### src/rtl/mpc_pkg.sv
// Shared definitions for the port group controller.
// Assumes the core issues at most one decoded operation per cycle.
package mpc_pkg;
    typedef enum logic [2:0] {
        OP_NONE   = 3'd0,
        OP_READ   = 3'd1,
        OP_TSTT   = 3'd2,
        OP_TSTF   = 3'd3,
        OP_WRITE  = 3'd4,
        OP_SETB   = 3'd5,
        OP_CLRB   = 3'd6,
        OP_DIRSET = 3'd7
    } port_op_e;
endpackage

### src/rtl/mpc_wr_latch.sv
// Output latch of one writable port: a whole-word write or a single-bit
// set/clear. Assumes at most one of wr_en, set_en, clr_en is high.
module mpc_wr_latch #(
    parameter int W  = 4,
    parameter int BW = $clog2(W)
) (
    input  logic          clk,
    input  logic          rst_n,
    input  logic          wr_en,
    input  logic          set_en,
    input  logic          clr_en,
    input  logic [BW-1:0] bit_sel,
    input  logic [W-1:0]  wdata,
    output logic [W-1:0]  q
);
    localparam logic [W-1:0] ONE = W'(1);

    // Latch update: reset to zero, word write, or single-bit modify.
    always_ff @(posedge clk) begin
        if (!rst_n)      q <= '0;
        else if (wr_en)  q <= wdata;
        else if (set_en) q[bit_sel] <= 1'b1;
        else if (clr_en) q[bit_sel] <= 1'b0;
    end


    set_one_bit_chk: assert property (@(posedge clk) disable iff (!rst_n)
        set_en |=> (q == ($past(q) | (ONE << $past(bit_sel)))));

    clr_one_bit_chk: assert property (@(posedge clk) disable iff (!rst_n)
        clr_en |=> (q == ($past(q) & ~(ONE << $past(bit_sel)))));

    latch_hold_chk: assert property (@(posedge clk) disable iff (!rst_n)
        (!wr_en && !set_en && !clr_en) |=> $stable(q));
endmodule

### src/rtl/mpc_imp_dir.sv
// Direction flag of the implicitly directed port: the last read-class
// operation makes it input, the last output-class operation makes it output.
// Assumes in_op and out_op are never high together.
module mpc_imp_dir (
    input  logic clk,
    input  logic rst_n,
    input  logic hold_in,
    input  logic in_op,
    input  logic out_op,
    output logic out_mode
);
    // Direction flag: reset and backup force input.
    always_ff @(posedge clk) begin
        if (!rst_n || hold_in) out_mode <= 1'b0;
        else if (in_op)        out_mode <= 1'b0;
        else if (out_op)       out_mode <= 1'b1;
    end


    imp_to_input_chk: assert property (@(posedge clk) disable iff (!rst_n)
        in_op |=> !out_mode);

    imp_to_output_chk: assert property (@(posedge clk) disable iff (!rst_n)
        (out_op && !hold_in) |=> out_mode);

    imp_exit_input_chk: assert property (@(posedge clk) disable iff (!rst_n)
        $fell(hold_in) |-> !out_mode);
endmodule

### src/rtl/mpc_pin_dir.sv
// Per-pin direction register of the explicitly directed port, loaded by the
// direction-set command. Assumes set_en is already gated by backup.
module mpc_pin_dir #(
    parameter int W = 4
) (
    input  logic         clk,
    input  logic         rst_n,
    input  logic         hold_in,
    input  logic         set_en,
    input  logic [W-1:0] wdata,
    output logic [W-1:0] dir
);
    // Direction register: reset and backup clear every pin to input.
    always_ff @(posedge clk) begin
        if (!rst_n || hold_in) dir <= '0;
        else if (set_en)       dir <= wdata;
    end


    dir_load_chk: assert property (@(posedge clk) disable iff (!rst_n)
        (set_en && !hold_in) |=> (dir == $past(wdata)));

    dir_exit_input_chk: assert property (@(posedge clk) disable iff (!rst_n)
        $fell(hold_in) |-> (dir == '0));
endmodule

### src/rtl/port_group_ctrl.sv
// Port group controller: decodes one core operation per cycle onto
// dedicated input, dedicated output, implicitly directed and per-pin
// directed 4-bit ports, and drives pad values and enables.
// Assumes op_i is a one-cycle decoded strobe. Reset is synchronous active-low.
module port_group_ctrl #(
    parameter int NIN    = 2,
    parameter int NOUT   = 2,
    parameter int W      = 4,
    parameter int PD_OPT = 2,
    parameter int NPORT  = NIN + NOUT + 2,
    parameter int AW     = $clog2(NPORT),
    parameter int BW     = $clog2(W)
) (
    input  logic                 clk,
    input  logic                 rst_n,
    input  logic                 backup_i,
    input  logic [2:0]           op_i,
    input  logic [AW-1:0]        addr_i,
    input  logic [W-1:0]         data_i,
    input  logic [BW-1:0]        bit_i,
    input  logic [NPORT*W-1:0]   pad_i,
    output logic [NPORT*W-1:0]   pad_o,
    output logic [NPORT*W-1:0]   pad_oe_o,
    output logic [NPORT*W-1:0]   pad_ie_o,
    output logic [NIN*W-1:0]     pad_pd_o,
    output logic [W-1:0]         rd_data_o,
    output logic                 test_o
);
    import mpc_pkg::*;

    localparam int IMP = NIN + NOUT;
    localparam int PIN = NIN + NOUT + 1;
    localparam logic [NIN-1:0] PD_MASK = PD_OPT[NIN-1:0];

    port_op_e         op;
    logic             is_rd, is_wr, is_set, is_clr, is_dir, act;
    logic [NPORT-1:0] sel;
    logic [W-1:0]     lat  [NPORT];
    logic [W-1:0]     view [NPORT];
    logic [W-1:0]     rd_val;
    logic             imp_out;
    logic [W-1:0]     pin_dir;

    assign op     = port_op_e'(op_i);
    assign is_rd  = (op == OP_READ) || (op == OP_TSTT) || (op == OP_TSTF);
    assign is_wr  = (op == OP_WRITE);
    assign is_set = (op == OP_SETB);
    assign is_clr = (op == OP_CLRB);
    assign is_dir = (op == OP_DIRSET);
    assign act    = !backup_i;

    genvar p;
    generate
        for (p = 0; p < NPORT; p++) begin : g_port
            assign sel[p] = (addr_i == AW'(p));
            if (p < NIN) begin : g_in
                assign lat[p]                = '0;
                assign view[p]               = pad_i[p*W +: W] & {W{act}};
                assign pad_o[p*W +: W]       = '0;
                assign pad_oe_o[p*W +: W]    = '0;
                assign pad_ie_o[p*W +: W]    = {W{act}};
                assign pad_pd_o[p*W +: W]    = {W{PD_MASK[p]}};
            end else begin : g_wr
                mpc_wr_latch #(.W(W), .BW(BW)) u_lat (
                    .clk     (clk),
                    .rst_n   (rst_n),
                    .wr_en   (act && is_wr  && sel[p]),
                    .set_en  (act && is_set && sel[p]),
                    .clr_en  (act && is_clr && sel[p]),
                    .bit_sel (bit_i),
                    .wdata   (data_i),
                    .q       (lat[p])
                );
                assign pad_o[p*W +: W] = lat[p];
                if (p < IMP) begin : g_out
                    assign view[p]            = lat[p];
                    assign pad_oe_o[p*W +: W] = {W{act}};
                    assign pad_ie_o[p*W +: W] = '0;
                end else if (p == IMP) begin : g_imp
                    assign view[p]            = pad_i[p*W +: W] & {W{act}};
                    assign pad_oe_o[p*W +: W] = {W{imp_out && act}};
                    assign pad_ie_o[p*W +: W] = {W{act}};
                end else begin : g_pin
                    assign view[p]            = pad_i[p*W +: W] & {W{act}};
                    assign pad_oe_o[p*W +: W] = pin_dir & {W{act}};
                    assign pad_ie_o[p*W +: W] = {W{act}};
                end
            end
        end
    endgenerate

    mpc_imp_dir u_imp_dir (
        .clk      (clk),
        .rst_n    (rst_n),
        .hold_in  (backup_i),
        .in_op    (is_rd && sel[IMP]),
        .out_op   (act && (is_wr || is_set || is_clr) && sel[IMP]),
        .out_mode (imp_out)
    );

    mpc_pin_dir #(.W(W)) u_pin_dir (
        .clk     (clk),
        .rst_n   (rst_n),
        .hold_in (backup_i),
        .set_en  (act && is_dir && sel[PIN]),
        .wdata   (data_i),
        .dir     (pin_dir)
    );

    // Read mux: view of the addressed port, zero for unused addresses.
    always_comb begin
        rd_val = '0;
        for (int k = 0; k < NPORT; k++)
            if (sel[k]) rd_val = view[k];
    end

    // Result register: captures read view and bit-test outcome.
    always_ff @(posedge clk) begin
        if (!rst_n) begin
            rd_data_o <= '0;
            test_o    <= 1'b0;
        end else if (is_rd) begin
            rd_data_o <= rd_val;
            test_o    <= (op == OP_TSTF) ? !rd_val[bit_i] : rd_val[bit_i];
        end
    end


    backup_quiet_chk: assert property (@(posedge clk) disable iff (!rst_n)
        backup_i |-> ((pad_oe_o == '0) && (pad_ie_o == '0)));

    backup_read_zero_chk: assert property (@(posedge clk) disable iff (!rst_n)
        (backup_i && is_rd && (addr_i != AW'(NIN)) && (int'(addr_i) >= NIN + NOUT || int'(addr_i) < NIN))
        |=> (rd_data_o == '0));

    result_hold_chk: assert property (@(posedge clk) disable iff (!rst_n)
        !is_rd |=> ($stable(rd_data_o) && $stable(test_o)));
endmodule

### config.mk
export PLATFORM = sky130hd
export DESIGN_NAME = port_group_ctrl
export DESIGN_NICKNAME = d
export VERILOG_FILES = /design/src/rtl/mpc_pkg.sv /design/src/rtl/mpc_wr_latch.sv /design/src/rtl/mpc_imp_dir.sv /design/src/rtl/mpc_pin_dir.sv /design/src/rtl/port_group_ctrl.sv
export SDC_FILE = /design/constraint.sdc
export NUM_CORES = 1
export LEC_CHECK = 0
export ABC_AREA = 1
export BUFFER_PORTS_ARGS = -buffer_cell sky130_fd_sc_hd__buf_2
export CAP_MARGIN = 10
export CORE_MARGIN = 5
export CORE_UTILIZATION = 30
export DETAILED_ROUTE_END_ITERATION = 7
export PLACE_DENSITY_LB_ADDON = 0.15
export SLEW_MARGIN = 15
export SYNTH_ARGS = -nofsm -noshare
export SYNTH_HDL_FRONTEND = slang
export SYNTH_SLANG_ARGS = --single-unit
### constraint.sdc
create_clock -name clk -period 2.2 [get_ports clk]
set_input_delay 0.11 -clock clk [delete_from_list [all_inputs] [get_ports clk]]
set_output_delay 0.11 -clock clk [all_outputs]
set_load 0.1 [all_outputs]
==> impl_metrics.ini <==
[die]
coreArea_sq_um = 6790
io_pins = 124
fp.dieArea_sq_um = 8720
chipWidth_um = 93.4
chipHeight_um = 93.4
std_cell_rows = 30
start_util_pct = 30.7

[logic_synthesis]
synthArstFlopShare_pct = 0
synth_area_sq_um = 2090
ys_ff_latch = 26
synth-warning-count = 0
yosysSeqAreaShare_pct = 25.0
synth_cell_types = 24
syn_avg_cell_area_sq_um = 6.40
synth-edff-count = 0
synth_cells = 326
synthFlopType = dfxtp_1

[timing]
rsz0062_at_grt = false
post-route-period-util_pct = 60.4
fin_crit_ps = 1330
fin_tns_setup_ps = 0
max_clock_freq_mhz = 752
whs_ps = 108
slew_violations = 0
hold_violations = 0
skew_ps = 1.54
setup_violations = 0

[clock_network]
clock-sinks = 26
clk_pin_slew_ps = 90
htree_levels = 1
cts_tree = yes
ctsResizeCount = 0
clk_latency_ps = 270
cts_buffers = 3
clk_path_buf_depth = 2
cts_root_buffer = clkbuf_8
cts_setup_buffers = 0
postCtsHoldBufs = 0

[place]
placed_cell_area_sq_um = 2290
portBuffers = 83
dp_hpwl_um = 4900
gp_congestion = 0.919

[global_route]
grt_max_degree = 25
grt_antenna_before_repair = 0
grt-ovfl-total = 0
grtUsageTotal_pct = 13.0
grt_pass1_wl_um = 9250
grt_pass1_vias = 1940

[critical_path]
cp-end-kind = primary output
required_ps = 2090
cp_max_fo = 4
arrival_ps = 1220
path_class = reg -> out
critPathLaunchType = flip-flop

[drt]
drt-vias-per-instance = 4.23
drt_wl_total_um = 5820
drc = 0
drt-initial-drc-count = 95
vias = 2024
drtAntennaViolNets = 0
first_pass_iters = 4
wl_per_cell_um = 12.2

[cells_and_area]
diodes = 0
drive_above_1_share_pct = 28.5
design_area_sq_um = 2360
utilization_pct = 34.8
nFillCells = 789
syn_to_final_growth_pct = 13.2
final_nets = 422

[run]
cap_violations = 0

[power_and_ir_drop]
irDropWorstVdd_uv = 208
power_density_nw_per_um2 = 660
p_total_uw = 1560
p_leak_uw = 0.00124

[outcome]
status = complete, no violations

[min_path]
holdCritPathClass = in -> reg
## power by group
part | switching, uW | internal [uW] | leakage, uW
clock | 150 | 243 | 0.0000357
combinational | 603 | 77.4 | 0.000996
sequential | 4.75 | 480 | 0.000211
total | 758 | 801 | 0.00124
## layer usage
layer / part of all wire (%) / global-route usage [%]
met1: 47 / 17.6
met2: 45 / 21.6
met3: 6.6 / 2.09
met4: 0.76 / 2.44
met5: 0 / 0
## cells by family after synthesis
family,synth area share [%]
other,0.360
AO/OA/AOI/OAI,14.6
flip-flops,25.0
buffers and inverters,30.6
AND/OR/NAND/NOR,29.5
## placed cells by master (no fill, tap or decap)
| master | n |
|---|---|
| a21oi_1 | 18 |
| a221oi_1 | 4 |
| a31oi_1 | 2 |
| buf_2 | 83 |
| buf_4 | 2 |
| bufinv_16 | 1 |
| clkbuf_8 | 3 |
| conb_1 | 32 |
| dfxtp_1 | 26 |
| inv_1 | 43 |
| inv_2 | 4 |
| nand2_1 | 68 |
| nand2_2 | 2 |
| nand2_4 | 1 |
| nand3_1 | 5 |
| nand4_1 | 8 |
| nor2_1 | 41 |
| nor2_2 | 7 |
| nor2_4 | 4 |
| nor3_2 | 2 |
| o211a_1 | 2 |
| o211ai_1 | 4 |
| o21ai_0 | 9 |
| o21ai_1 | 1 |
| o221ai_1 | 2 |
| o22ai_1 | 8 |
## synthesized netlist by cell type (all sizes together) (4+ instances only)
cell / number / area (sq um)
nand2: 71 / 279
buf: 60 / 450
nor2: 52 / 240
inv: 47 / 176
dfxtp: 26 / 521
a21oi: 18 / 90.1
o21ai: 10 / 50.0
nand4: 8 / 50.1
o22ai: 8 / 50.1
nand3: 5 / 25.0
a221oi: 4 / 35.0
o211ai: 4 / 30.0
## through the flow
stage | cells | worst slack, ps
floorplan | 356 | 452
global placement | 474 | 613
detailed placement | 474 | 628
CTS | 478 | 843
global route | 478 | 697
finish | 478 | 871
## worst max-delay path: stages (launching register included)
cell,delay (ps)
dfxtp_1,340
inv_1,50
nor2_2,110
buf_2,440
## path summary, 6_finish.rpt
| kind | from | end | slack, ps | cells past startpoint |
|---|---|---|---|---|
| min reg2reg | u_pin_dir.dir[1]$_SDFFE_PP0P_ | u_pin_dir.dir[1]$_SDFFE_PP0P_ | 450 | 2 |
| min | data_i[2] | flip-flop | 110 | 3 |
| max reg2reg | flip-flop | test_o$_SDFFE_PN0N_ | 980 | 10 |
| max | u_imp_dir.out_mode$_SDFFE_PP0P_ | pad_oe_o[19] | 870 | 3 |
## final cells by class
cell class | count | area, sq um | area share [%]
multi-input combinational | 220 | 1040 | 44.1
sequential | 26 | 520 | 22.0
timing repair buffer | 85 | 430 | 18.2
inverter | 47 | 176 | 7.47
tap | 96 | 120 | 5.09
clock buffer | 3 | 41.3 | 1.75
clock inverter | 1 | 30.0 | 1.27
No activity file was read; power rests on OpenSTA's default activity.
